===== config.mk =====
export PLATFORM = sky130hd
export DESIGN_NAME = rtc_irq_ctrl
export DESIGN_NICKNAME = d
export VERILOG_FILES = /design/src/rtl/rtc_irq_pkg.sv /design/src/rtl/irq_rst_sync.sv /design/src/rtl/irq_enable_reg.sv /design/src/rtl/irq_flag_bank.sv /design/src/rtl/irq_status_snap.sv /design/src/rtl/rtc_irq_ctrl.sv
export SDC_FILE = /design/constraint.sdc
export NUM_CORES = 1
export LEC_CHECK = 0
export CAP_MARGIN = 20
export CORE_MARGIN = 2
export CORE_UTILIZATION = 42
export DETAILED_ROUTE_END_ITERATION = 6
export HOLD_SLACK_MARGIN = 0.05
export PLACE_DENSITY_LB_ADDON = 0.3
export SYNTH_ARGS = -nofsm -noshare
export SYNTH_HDL_FRONTEND = slang
export SYNTH_HIERARCHICAL = 1
export SYNTH_SLANG_ARGS = --single-unit

===== constraint.sdc =====
create_clock -name clk_i -period 1.2 [get_ports clk_i]
set_clock_uncertainty 0.1 [all_clocks]
set_input_delay 0.3 -clock clk_i [delete_from_list [all_inputs] [get_ports clk_i]]
set_output_delay 0.3 -clock clk_i [all_outputs]
set_load 0.02 [all_outputs]

===== src/rtl/rtc_irq_pkg.sv =====
package rtc_irq_pkg;
  localparam int NUM_SRC   = 3;
  localparam int DATA_W    = 8;
  localparam int FIELD_LSB = 4;
  localparam int SUM_BIT   = 7;
  localparam int ADDR_W    = 1;
  localparam logic [ADDR_W-1:0] ADDR_CTRL = 1'b0;
  localparam logic [ADDR_W-1:0] ADDR_STAT = 1'b1;
  // source index: 2 periodic, 1 alarm, 0 update-ended (bit FIELD_LSB+index)
  typedef logic [NUM_SRC-1:0] src_vec_t;
endpackage


===== src/rtl/irq_rst_sync.sv =====
module irq_rst_sync #(
  parameter int STAGES = 2
) (
  input  logic clk_i,
  input  logic rst_ni,
  output logic rst_sync_no
);
  logic [STAGES-1:0] sync_q;
  logic [STAGES-1:0] sync_d;

  always_comb begin
    sync_d = {sync_q[STAGES-2:0], 1'b1};
  end

  always_ff @(posedge clk_i or negedge rst_ni) begin
    if (!rst_ni) sync_q <= '0;
    else         sync_q <= sync_d;
  end

  assign rst_sync_no = sync_q[STAGES-1];
endmodule


===== src/rtl/irq_enable_reg.sv =====
module irq_enable_reg
  import rtc_irq_pkg::*;
(
  input  logic              clk_i,
  input  logic              rst_ni,
  input  logic              wr_en_i,
  input  logic [ADDR_W-1:0] wr_addr_i,
  input  logic [DATA_W-1:0] wr_data_i,
  output src_vec_t          en_o
);
  src_vec_t en_q;
  src_vec_t en_d;
  logic     load_en;

  assign load_en = wr_en_i && (wr_addr_i == ADDR_CTRL);

  always_comb begin
    en_d = en_q;
    if (load_en) en_d = wr_data_i[FIELD_LSB +: NUM_SRC];
  end

  always_ff @(posedge clk_i or negedge rst_ni) begin
    if (!rst_ni) en_q <= '0;
    else         en_q <= en_d;
  end

  assign en_o = en_q;

  // a status-address write leaves the enables untouched
  a_r9_stat_write_keeps_en: assert property (@(posedge clk_i) disable iff (!rst_ni)
    (wr_en_i && wr_addr_i == ADDR_STAT) |=> $stable(en_q));
  // a control write lands its field in the enables
  a_r2_ctrl_write_loads: assert property (@(posedge clk_i) disable iff (!rst_ni)
    (wr_en_i && wr_addr_i == ADDR_CTRL) |=> (en_q == $past(wr_data_i[FIELD_LSB +: NUM_SRC])));
endmodule


===== src/rtl/irq_flag_bank.sv =====
module irq_flag_bank
  import rtc_irq_pkg::*;
(
  input  logic     clk_i,
  input  logic     rst_ni,
  input  src_vec_t evt_i,
  input  logic     hold_i,
  input  logic     clr_i,
  output src_vec_t flag_o
);
  src_vec_t flag_q;
  src_vec_t pend_q;

  for (genvar g = 0; g < NUM_SRC; g++) begin : g_src
    logic flag_d;
    logic pend_d;

    always_comb begin
      flag_d = flag_q[g];
      pend_d = 1'b0;
      if (clr_i) begin
        flag_d = 1'b0;
        pend_d = pend_q[g] | evt_i[g];
      end else if (hold_i) begin
        pend_d = pend_q[g] | evt_i[g];
      end else begin
        flag_d = flag_q[g] | pend_q[g] | evt_i[g];
      end
    end

    always_ff @(posedge clk_i or negedge rst_ni) begin
      if (!rst_ni) begin
        flag_q[g] <= 1'b0;
        pend_q[g] <= 1'b0;
      end else begin
        flag_q[g] <= flag_d;
        pend_q[g] <= pend_d;
      end
    end

    // an event outside any read sets the flag on the next edge
    a_r1_event_sets_flag: assert property (@(posedge clk_i) disable iff (!rst_ni)
      (!hold_i && evt_i[g]) |=> flag_q[g]);
    // an event inside a read is kept in the pending hold
    a_r7_event_held: assert property (@(posedge clk_i) disable iff (!rst_ni)
      ((hold_i || clr_i) && evt_i[g]) |=> pend_q[g]);
    // flags do not move while a read is open
    a_r7_flag_frozen: assert property (@(posedge clk_i) disable iff (!rst_ni)
      (hold_i && !clr_i) |=> $stable(flag_q[g]));
  end

  // finishing a read clears all flags
  a_r6_end_clears: assert property (@(posedge clk_i) disable iff (!rst_ni)
    clr_i |=> (flag_q == '0));

  assign flag_o = flag_q;
endmodule


===== src/rtl/irq_status_snap.sv =====
module irq_status_snap
  import rtc_irq_pkg::*;
(
  input  logic              clk_i,
  input  logic              rst_ni,
  input  logic              rd_start_i,
  input  logic              rd_end_i,
  input  src_vec_t          flag_i,
  input  logic              irq_act_i,
  output logic              hold_o,
  output logic              clr_o,
  output logic [DATA_W-1:0] rd_data_o
);
  logic              busy_q;
  logic              busy_d;
  logic [DATA_W-1:0] snap_q;
  logic [DATA_W-1:0] snap_d;
  logic [DATA_W-1:0] snap_val;
  logic              capture;

  assign capture = rd_start_i && !busy_q;
  assign clr_o   = rd_end_i && busy_q;
  assign hold_o  = busy_q || rd_start_i;

  always_comb begin
    snap_val = '0;
    snap_val[FIELD_LSB +: NUM_SRC] = flag_i;
    snap_val[SUM_BIT] = irq_act_i;
  end

  always_comb begin
    busy_d = busy_q;
    snap_d = snap_q;
    if (clr_o) begin
      busy_d = 1'b0;
      snap_d = '0;
    end else if (capture) begin
      busy_d = 1'b1;
      snap_d = snap_val;
    end
  end

  always_ff @(posedge clk_i or negedge rst_ni) begin
    if (!rst_ni) begin
      busy_q <= 1'b0;
      snap_q <= '0;
    end else begin
      busy_q <= busy_d;
      snap_q <= snap_d;
    end
  end

  assign rd_data_o = busy_q ? snap_q : '0;

  // the read value stays frozen while the read is open
  a_r5_snap_stable: assert property (@(posedge clk_i) disable iff (!rst_ni)
    (busy_q && !rd_end_i) |=> $stable(rd_data_o));
  // summary bit records the request line at the start cycle
  a_r5_summary_bit: assert property (@(posedge clk_i) disable iff (!rst_ni)
    capture |=> (rd_data_o[SUM_BIT] == $past(irq_act_i)));
  // no read open means a zero read bus
  a_r11_idle_zero: assert property (@(posedge clk_i) disable iff (!rst_ni)
    (!busy_q && !rd_start_i) |=> (rd_data_o == '0));
endmodule


===== src/rtl/rtc_irq_ctrl.sv =====
module rtc_irq_ctrl
  import rtc_irq_pkg::*;
(
  input  logic        clk_i,
  input  logic        rst_ni,
  input  logic        evt_per_i,
  input  logic        evt_alm_i,
  input  logic        evt_upd_i,
  input  logic        wr_en_i,
  input  logic        wr_addr_i,
  input  logic [7:0]  wr_data_i,
  input  logic        rd_start_i,
  input  logic        rd_end_i,
  output logic [7:0]  rd_data_o,
  output logic        irq_n_o
);
  logic     rst_int_n;
  src_vec_t evt_vec;
  src_vec_t en_vec;
  src_vec_t flag_vec;
  logic     hold;
  logic     clr;
  logic     irq_act;

  assign evt_vec = {evt_per_i, evt_alm_i, evt_upd_i};

  irq_rst_sync #(.STAGES(2)) u_rst (
    .clk_i       (clk_i),
    .rst_ni      (rst_ni),
    .rst_sync_no (rst_int_n)
  );

  irq_enable_reg u_en (
    .clk_i     (clk_i),
    .rst_ni    (rst_int_n),
    .wr_en_i   (wr_en_i),
    .wr_addr_i (wr_addr_i),
    .wr_data_i (wr_data_i),
    .en_o      (en_vec)
  );

  irq_flag_bank u_flags (
    .clk_i  (clk_i),
    .rst_ni (rst_int_n),
    .evt_i  (evt_vec),
    .hold_i (hold),
    .clr_i  (clr),
    .flag_o (flag_vec)
  );

  assign irq_act = |(flag_vec & en_vec);

  irq_status_snap u_snap (
    .clk_i      (clk_i),
    .rst_ni     (rst_int_n),
    .rd_start_i (rd_start_i),
    .rd_end_i   (rd_end_i),
    .flag_i     (flag_vec),
    .irq_act_i  (irq_act),
    .hold_o     (hold),
    .clr_o      (clr),
    .rd_data_o  (rd_data_o)
  );

  assign irq_n_o = ~irq_act;

  // enabling a source whose flag is already up raises the request next cycle
  a_r4_late_enable: assert property (@(posedge clk_i) disable iff (!rst_int_n)
    (wr_en_i && wr_addr_i == ADDR_CTRL && |(wr_data_i[FIELD_LSB +: NUM_SRC] & flag_vec) && !clr)
      |=> !irq_n_o);
  // request inactive while reset is applied
  a_r10_reset_idle: assert property (@(posedge clk_i) !rst_int_n |-> irq_n_o);
endmodule


-- Yosys cells after proc, flatten, opt, wreduce, memory -nomap -nowiden
Index checks and enable logic that the tools add are counted.
- register bits after elaboration: 20
- bits of input ports: 17
- output and inout bits: 9
- word-level logic and storage cells: 47
- equal/unequal tests: 1
- mux-type cells: 17
- bitwise gates (word level): 12
- reductions and logical operators: 7
- operator list (cell ; number):
    $mux 8 ; 3
    $mux 1 ; 14
    $or 1x1->1 ; 9
    $and 3x3->3 ; 1
    $logic_and 1x1->1 ; 3
    $reduce_or 3->1 ; 1
    $ne 2x1->1 const B ; 1
    $not 1->1 ; 2
    $reduce_bool 2->1 ; 1
    $logic_not 1->1 ; 1
    $logic_or 1x1->1 ; 1

-- Longest topological paths before layout
Gate-level depths: netlist of run 1.
- word-level depth: 4
- gate-level depth with buffers: 4
- depth with buffers taken out: 4

-- Hierarchy
Netlist of run 1, hierarchy kept.
- modules (own cells, without submodules) (module ; instances ; cells each ; area each (µm²) ; sequential area each (µm²)):
    irq_status_snap ; 1 ; 31 ; 312.8 ; 125.1
    irq_flag_bank ; 1 ; 20 ; 212.7 ; 150.1
    irq_enable_reg ; 1 ; 7 ; 133.9 ; 75.1
    irq_rst_sync ; 1 ; 3 ; 53.8 ; 50.0
    rtc_irq_ctrl ; 1 ; 2 ; 13.8 ; 0.0

-- Worst setup path after synthesis of run 1
Ideal clock, no wire load.
- kind: register to register
- start point: reg u_flags.flag_q[0] (netlist: u_flags/flag_o[0])
- end point: reg u_snap.snap_q[7]
- library setup time: 0.123 ns
- arrival: 1.407 ns
- required time: 0.977 ns
- slack: -0.429 ns
- stages on the path, launching flop included: 5
- path buffers: 0
- period minus slack after synthesis: 1.629 ns
- cell sequence: dfrtp_1 -> a222oi_1 -> inv_1 -> mux2i_1 -> o2bb2ai_1
- word-level cells in the longest chain between the ends: 4
- RTL lines (what ; line ; source):
    start: declaration ; irq_flag_bank.sv:11 ; src_vec_t flag_q;
    start signal: indexed assignment ; irq_flag_bank.sv:36 ; flag_q[g] <= flag_d;
    $and 3x3->3 ; rtc_irq_ctrl.sv:51 ; assign irq_act = |(flag_vec & en_vec);
    $reduce_or 3->1 ; rtc_irq_ctrl.sv:51 ;
    named net irq_act ; rtc_irq_ctrl.sv:23 ; logic irq_act;
    $mux 8 ; irq_status_snap.sv:37 ; end else if (capture) begin
    $mux 8 ; irq_status_snap.sv:34 ; if (clr_o) begin
    end signal: assignment ; irq_status_snap.sv:49 ; snap_q <= snap_d;
    end: declaration ; irq_status_snap.sv:16 ; logic [DATA_W-1:0] snap_q;
The timed path passes the listed nets, and every way through them passes these cells. The select of a mux whose other input is x is not followed.
A chain may end at the register's enable or synchronous reset.

-- Worst setup path after layout of run 1
- start point: reg u_flags.flag_q[0] (netlist: u_flags/flag_o[0])
- end point: out irq_n_o
- word-level cells in the longest chain between the ends: 3
- RTL lines (what ; line ; source):
    $and 3x3->3 ; rtc_irq_ctrl.sv:51 ;
    $reduce_or 3->1 ; rtc_irq_ctrl.sv:51 ;
    $not 1->1 ; rtc_irq_ctrl.sv:65 ; assign irq_n_o = ~irq_act;
    end: declaration ; rtc_irq_ctrl.sv:15 ; output logic irq_n_o
Every way passes these cells.

==> results of run 1 <==
## flip-flops by register name, indices dropped and copies added, names as in the netlist
| name | flops |
|---|---|
| u_flags/flag_o | 3 |
| u_snap/busy_q | 1 |
| u_snap/snap_q | 4 |
| u_flags/pend_q | 3 |
| u_en/en_o | 3 |
| u_rst/sync_q | 2 |
## synthesized netlist by cell type, drive strengths merged
cell     number  area (um^2)
mux2          3         45.0
a222oi        1         10.0
a21o          1         8.76
nor2b         2         22.5
or2           2         12.5
dfrtp        16          400
o2bb2ai       2         17.5
and2          3         18.8
mux2i         4         40.0
nor2          7         26.3
conb          2         7.51
buf           6         52.6
inv           7         26.3
nand2         2         7.51
o22ai         5         31.3
## worst max-delay path by stage
| stage | start | to | slack [ns] | depth (start not counted) |
|---|---|---|---|---|
| 2_1_floorplan | u_flags/flag_o[0]$_DFFE_PN0P_ | u_snap/snap_q[7]$_DFFE_PN0P_ | -0.41 | 4 |
| 3_3_place_gp | u_en/en_o[0]$_DFFE_PN0P_ | irq_n_o | -0.62 | 2 |
| 3_5_place_dp | u_en/en_o[0]$_DFFE_PN0P_ | irq_n_o | -0.69 | 2 |
| 4_1_cts | u_flags/flag_o[0]$_DFFE_PN0P_ | irq_n_o | -0.56 | 2 |
| 5_1_grt | u_flags/flag_o[0]$_DFFE_PN0P_ | irq_n_o | -0.62 | 2 |
| 6_report | u_flags/flag_o[0]$_DFFE_PN0P_ | irq_n_o | -0.55 | 2 |
## report_power, final
part | switching (W) | internal (W) | leakage, nW
logic | 0.000301 | 0.000435 | 0.387
registers | 0.0000697 | 0.000648 | 0.188
clock network | 0.000181 | 0.000185 | 0.0210
total | 0.000552 | 0.00127 | 0.596
## worst max-delay path, cell delays in order, from the launching register on
cell and delay (ns):
dfrtp_1 0.40, a222oi_1 0.41, buf_2 0.24
## what timing repair did
action	CTS	global route
endpoints found under the setup margin	12	15
resized for setup	34	26
setup buffers	5	5
pin swaps	5	6
## per-layer routing
| layer | global-route usage (%) | share of wire, % | vias to the layer above |
|---|---|---|---|
| met4 | 12.4 | 2.0 | 0 |
| li1 | - | - | 280 |
| met1 | 19.5 | 41 | 260 |
| met5 | 0 | 0 | - |
| met3 | 3.57 | 2.6 | 4 |
| met2 | 26.8 | 54 | 13 |
## logic make-up (layout without fill, tap and decap cells)
family	count (synthesis)	count (layout)	synth area share, %
mux	7	7	11.7
simple gates	16	16	12.1
compound gates	9	9	9.30
buf+inv	13	50	10.8
flops	16	16	55.1
other cells	2	5	1.03
## stage by stage
stage                     worst slack (ns)  area [um^2]  TNS (ns)  hold WS, ns
after floorplan                     -0.405          741    -0.700      -0.0956
after global placement              -0.623          975     -5.62       0.0715
after detailed placement            -0.693          975     -5.84       0.0707
after CTS                           -0.561         1070     -2.95       0.0514
after global routing                -0.620         1180     -4.16       0.0580
final                               -0.547         1180     -3.54       0.0546
## final cells by class
type	instances	area (um^2)	share of cell area (%)
sequential	16	402	34.0
timing repair buffer	39	359	30.4
multi-input combinational	37	337	28.5
clock buffer	4	36.3	3.07
inverter	7	26.3	2.22
tap	17	21.3	1.80
==> impl_results.md, run 1 <==
- Io pins: 26
- DR iter-0 viols: 10
- Synth cell types: 18
- Power per cell area: 1540 nW/um^2
- Hpwl dp: 987 um
- Final hold violations: 0
- Port Buffer Count: 16
- Min Tclk post-route: 1.75 ns
- Clock Latency Late Sink: 0.30 ns
- Most frequent cells in the layout: buf_4, dfrtp_1, clkdlybuf4s50_1, buf_6, conb_1
- Setup ws final: -0.547 ns
- Cts bufs inserted: 3
- CP required: 0.80 ns
- Final wirelength: 1670 um
- Largest net degree at the start of global routing: 15
- Mapped Area: 727 um^2
- Worst VDD drop: 938 uV
- Die Area: 2080 um^2
- #FFs+latches synth: 16
- Commonest non-fill, non-tap cell in the layout: buf_4
- Area grow syn2layout: 62.5%
- Fin util: 70.7%
- ANT nets after route: 0
- Mapped Avg Cell Area: 11.5 um^2
- Sequential share of the synthesized area: 55.1%
- Fill count: 133
- Crit end category: primary output
- Final period util: 146%
- CP Max Fanout: 2
- Fmax: 572 MHz
- Layout cell share with drive strength beyond 1: 54.4%
- Critical path class: reg -> out
- Hold-fix buffer count after cts: 0
- Max cap viols: 0
- # DRC: 0
- Yosys Warn Count: 6
- Hold Path Class: in -> async
- GP Congestion: 0.796
- Failing checks: negative setup slack
- Pins Over Slew Limit: 0
- GRT Total Usage: 16.7%
- CTS tree: yes
- Arr. time, crit path: 1.35 ns
- Die X: 45.6 um
- Vias in the first global route: 547
- Clock sink total: 16
- DIE HEIGHT: 45.6 um
- Max Buffers Root-to-Sink: 2
- Row Count: 15
- Pre-antenna DRT Iters: 4
- Initial antenna violation count: 0
- Core ar.: 1670 um^2
- Total power: 0.00182 W
- Flop2flop setup slack: -0.28 ns
- Vias: 557
- Clock transition at the registers of the reported paths: 0.10 ns
- RSZ-0062 raised after global routing: yes
- Startpoint Class: register
- Status: complete, but fails checks
- Leak: 0.596 nW
- First-pass GRT wire length: 2300 um
- FF-to-FF End: u_flags/flag_o[0]$_DFFE_PN0P_
- NumNets Final: 121
- Placed cell count: 107
- Grt ovf: 0
- Diodes inserted: 0
- Avg Vias per Cell: 4.64
- Worst-case reg-to-reg path depth: 5
- Per-cell routed wire length: 13.9 um
- Root Driver: clkbuf_4
- H-tree levels: 1
- Starting density of the core: 43.5%
- # setup viols final: 17
- Non-filler cells, final: 120
- Post-Syn Instances: 63
- Reg2Reg Launch Point: u_snap/busy_q$_DFFE_PN0P_
No activity file was read; power rests on OpenSTA's default activity.
==> inputs of run 2 (changes only) <==
--- a/config.mk
+++ b/config.mk
@@ -8,6 +8,7 @@
 export CAP_MARGIN = 20
 export CORE_MARGIN = 2
 export CORE_UTILIZATION = 42
+export CTS_CLUSTER_SIZE = 12
 export DETAILED_ROUTE_END_ITERATION = 6
 export HOLD_SLACK_MARGIN = 0.05
 export PLACE_DENSITY_LB_ADDON = 0.3
==> results of run 2 <==
Final layout, timing and power as in run 1 (identical DEF).
==> inputs of run 3 (changes only) <==
--- a/config.mk
+++ b/config.mk
@@ -14,5 +14,4 @@
 export PLACE_DENSITY_LB_ADDON = 0.3
 export SYNTH_ARGS = -nofsm -noshare
 export SYNTH_HDL_FRONTEND = slang
-export SYNTH_HIERARCHICAL = 1
 export SYNTH_SLANG_ARGS = --single-unit
==> run 3 against run 2 <==
Power fell by 13%. The flow still finishes with violations (negative setup slack). Fmax is 2.2% higher. Largest power group is now registers. Clock-buffer cell count did not move. Register-to-register slack improved by 0.18 ns. Highest routed layer is now met3. Utilization increased by 3.3 points. First-iteration DRC count stayed put. Area after synthesis is 0.52% lower.
==> impl_results.md, run 3 <==
- Cts bufs inserted: 3 (unchanged)
- Crit-path slowest cell: a222oi_1
- DR iter-0 viols: 10 (unchanged)
- Core ar.: 1560 um^2 (-6.7%)
- Hpwl dp: 1150 um (+16%)
- # DRC: 0 (unchanged)
- Final period util: 143% (-3.1 points)
- Io pins: 26 (unchanged)
- Port Buffer Count: 16 (unchanged)
- Most flops, register: u_snap.snap_q
- Final hold slack: 0.0610 ns (+0.00645 ns)
- Row Count: 14 (-1)
- Per-cell routed wire length: 13.4 um (-3.5%)
- Sequential share of the synthesized area: 55.4% (+0.29 points)
- GP Congestion: 0.747 (-6.2%)
- Crit end category: primary output
- Pre-antenna DRT Iters: 4 (unchanged)
- NumNets Final: 118 (-2.5%)
- Status: complete, but fails checks
- Mapped Area: 723 um^2 (-0.52%)
- Vias in the first global route: 606 (+11%)
- Startpoint Class: register
- Post-route cell area: 1150 um^2 (-2.3%)
- #FFs+latches synth: 16 (unchanged)
- Max Buffers Root-to-Sink: 2 (unchanged)
- Final wirelength: 1560 um (-6.8%)
- Synth area leaders: dfrtp_1, mux2_2, mux2i_1, buf_4, nor2_1
- # setup viols final: 9 (-8)
- Pins Over Slew Limit: 0 (unchanged)
- Critical Path, Cell by Cell: a222oi_1 -> buf_2
- CP Launch Point: u_flags.flag_o[0]$_DFFE_PN0P_
- First-pass GRT wire length: 2690 um (+17%)
- Total power: 0.00159 W (-13%)
- Clock transition at the registers of the reported paths: 0.10 ns (about the same)
- Post-synth ARST share: 100% (unchanged)
- Arr. time, crit path: 1.31 ns (-0.04 ns)
- Commonest non-fill, non-tap cell in the layout: dfrtp_1
- Root Driver: clkbuf_4
- Most frequent cells in the layout: dfrtp_1, buf_4, clkdlybuf4s50_1, buf_6, nor2_1
- Yosys Warn Count: 0 (-6)
- Post-Syn Instances: 64 (+1.6%)
- RSZ-0062 raised after global routing: yes
- Avg Vias per Cell: 4.84 (+4.2%)
- Post-synth top area share: 55.4% (+0.29 points)
- Die X: 45.5 um (-0.24%)
- Fin util: 74.0% (+3.3 points)
- CP Max Fanout: 2 (unchanged)
- Post-place instance area: 975 um^2 (unchanged)
- GRT Total Usage: 18.3% (+1.5 points)
- Max FFs per register: 4 (unchanged)
- Grt ovf: 0 (unchanged)
- Diodes inserted: 0 (unchanged)
- Min Tclk post-route: 1.71 ns (-0.0371 ns)
- Power per cell area: 1380 nW/um^2 (-11%)
- CTS tree: yes
- Main flop type after synthesis: dfrtp_1
- CP max stage delay: 0.40 ns (about the same)
- Final hold violations: 0 (unchanged)
- Setup ws final: -0.510 ns (+0.0371 ns)
- Critical path class: reg -> out
- Max cap viols: 0 (unchanged)
- Failing checks: negative setup slack
- Most common cell in the netlist: dfrtp_1
- Synth area leader: dfrtp_1
- ANT nets after route: 0 (unchanged)
- Die Area: 2070 um^2 (-0.48%)
- Synth cell types: 20 (+2)
- Hold Path Class: in -> async
- Mapped Avg Cell Area: 11.3 um^2 (-2.1%)
- Setup_tns: -1.86 ns (+1.67 ns)
- Largest net degree at the start of global routing: 13 (-2)
- Clock sink total: 16 (unchanged)
- Starting density of the core: 46.4% (+2.9 points)
- Vias: 561 (+0.72%)
- H-tree levels: 1 (unchanged)
- Clock Latency Late Sink: 0.28 ns (-0.02 ns)
- Worst VDD drop: 878 uV (-6.4%)
- EDFF count, synth: 0 (unchanged)
- Fmax: 585 MHz (+2.2%)
- Most frequent cells after synthesis: dfrtp_1, nor2_1, and2_1, buf_4
- Area grow syn2layout: 59.5%
- DIE HEIGHT: 45.5 um (-0.24%)
- Fill count: 118 (-11%)
- CP required: 0.80 ns (about the same)
- Layout cell share with drive strength beyond 1: 40.0% (-14 points)
- Leak: 0.568 nW (-4.8%)
- Reg2Reg Launch Point: u_snap.busy_q$_DFFE_PN0P_
- Initial antenna violation count: 0 (unchanged)
==> run 3: changes by cell type after synthesis, sizes merged, moves of 2 or more <==
cell | before | now
o22ai | 5 | 0
inv | 7 | 3
a22oi | 0 | 3
nand2b | 0 | 3
o21bai | 0 | 3
nand2 | 2 | 0
or2 | 2 | 0
==> run 3: power by group <==
part / switching, W / internal (W) / total [W]
logic: 0.000228 / 0.000334 / 0.000562
clock network: 0.000171 / 0.000185 / 0.000356
registers: 0.0000498 / 0.000623 / 0.000673
total: 0.000449 / 0.00114 / 0.00159
==> run 3: per-stage QoR <==
step | setup WS, ns | instances
2_1_floorplan | -0.299 | 67
3_3_place_gp | -0.622 | 106
3_5_place_dp | -0.655 | 106
4_1_cts | -0.511 | 114
5_1_grt | -0.595 | 116
6_report | -0.510 | 116
==> run 3: per-layer routing <==
layer / global-route usage [%] / share of wire (%) / up-vias / wire (um)
li1: - / - / 278 / -
met1: 22.9 / 45 / 275 / 707
met2: 31.3 / 53 / 8 / 819
met3: 2.38 / 2.1 / 0 / 32
met4: 7.65 / 0 / 0 / 0
met5: 0 / 0 / - / 0
==> run 3: cells by family after synthesis <==
family	share of synthesized area, %
buffers and inverters	7.09
flip-flops	55.4
multiplexers	8.82
AO/OA/AOI/OAI	13.0
AND/OR/NAND/NOR	14.7
other	1.04
==> run 3: worst max-delay path, delay by kind of cell (launching register included) <==
kind,cells,cell delay [ns]
flip-flops,1,0.39
AO/OA/AOI/OAI,1,0.40
buffers and inverters,1,0.24
==> run 3: what timing repair did <==
action                                 CTS  global route
cloned                                   0             0
hold buffers                             1             0
pin swaps                                2             4
setup endpoints to repair                9            19
endpoints found under the hold margin    6             0
buffers inserted                         3             4
resized for setup                       37            17
==> run 3: final timing paths <==
path	end	slack, ns	cells past startpoint
worst max-delay path	irq_n_o	-0.51	2
worst min-delay path	u_rst.sync_q[1]$_DFF_PN0_	0.06	1
worst min register to register	u_flags.flag_o[2]$_DFFE_PN0P_	0.07	1
max in group asynchronous	u_flags.pend_q[0]$_DFF_PN0_	0.15	1
worst max register to register	u_snap.snap_q[7]$_DFFE_PN0P_	-0.10	4
min in group clk_i	u_rst.sync_q[1]$_DFF_PN0_	0.27	0
==> run 3: layout make-up <==
| class | instances | area (um^2) | area share [%] |
|---|---|---|---|
| tap | 16 | 20.0 | 1.74 |
| timing repair buffer | 35 | 344 | 29.8 |
| sequential | 16 | 400 | 34.7 |
| multi-input combinational | 42 | 342 | 29.6 |
| clock buffer | 4 | 36.3 | 3.15 |
| inverter | 3 | 11.3 | 0.976 |
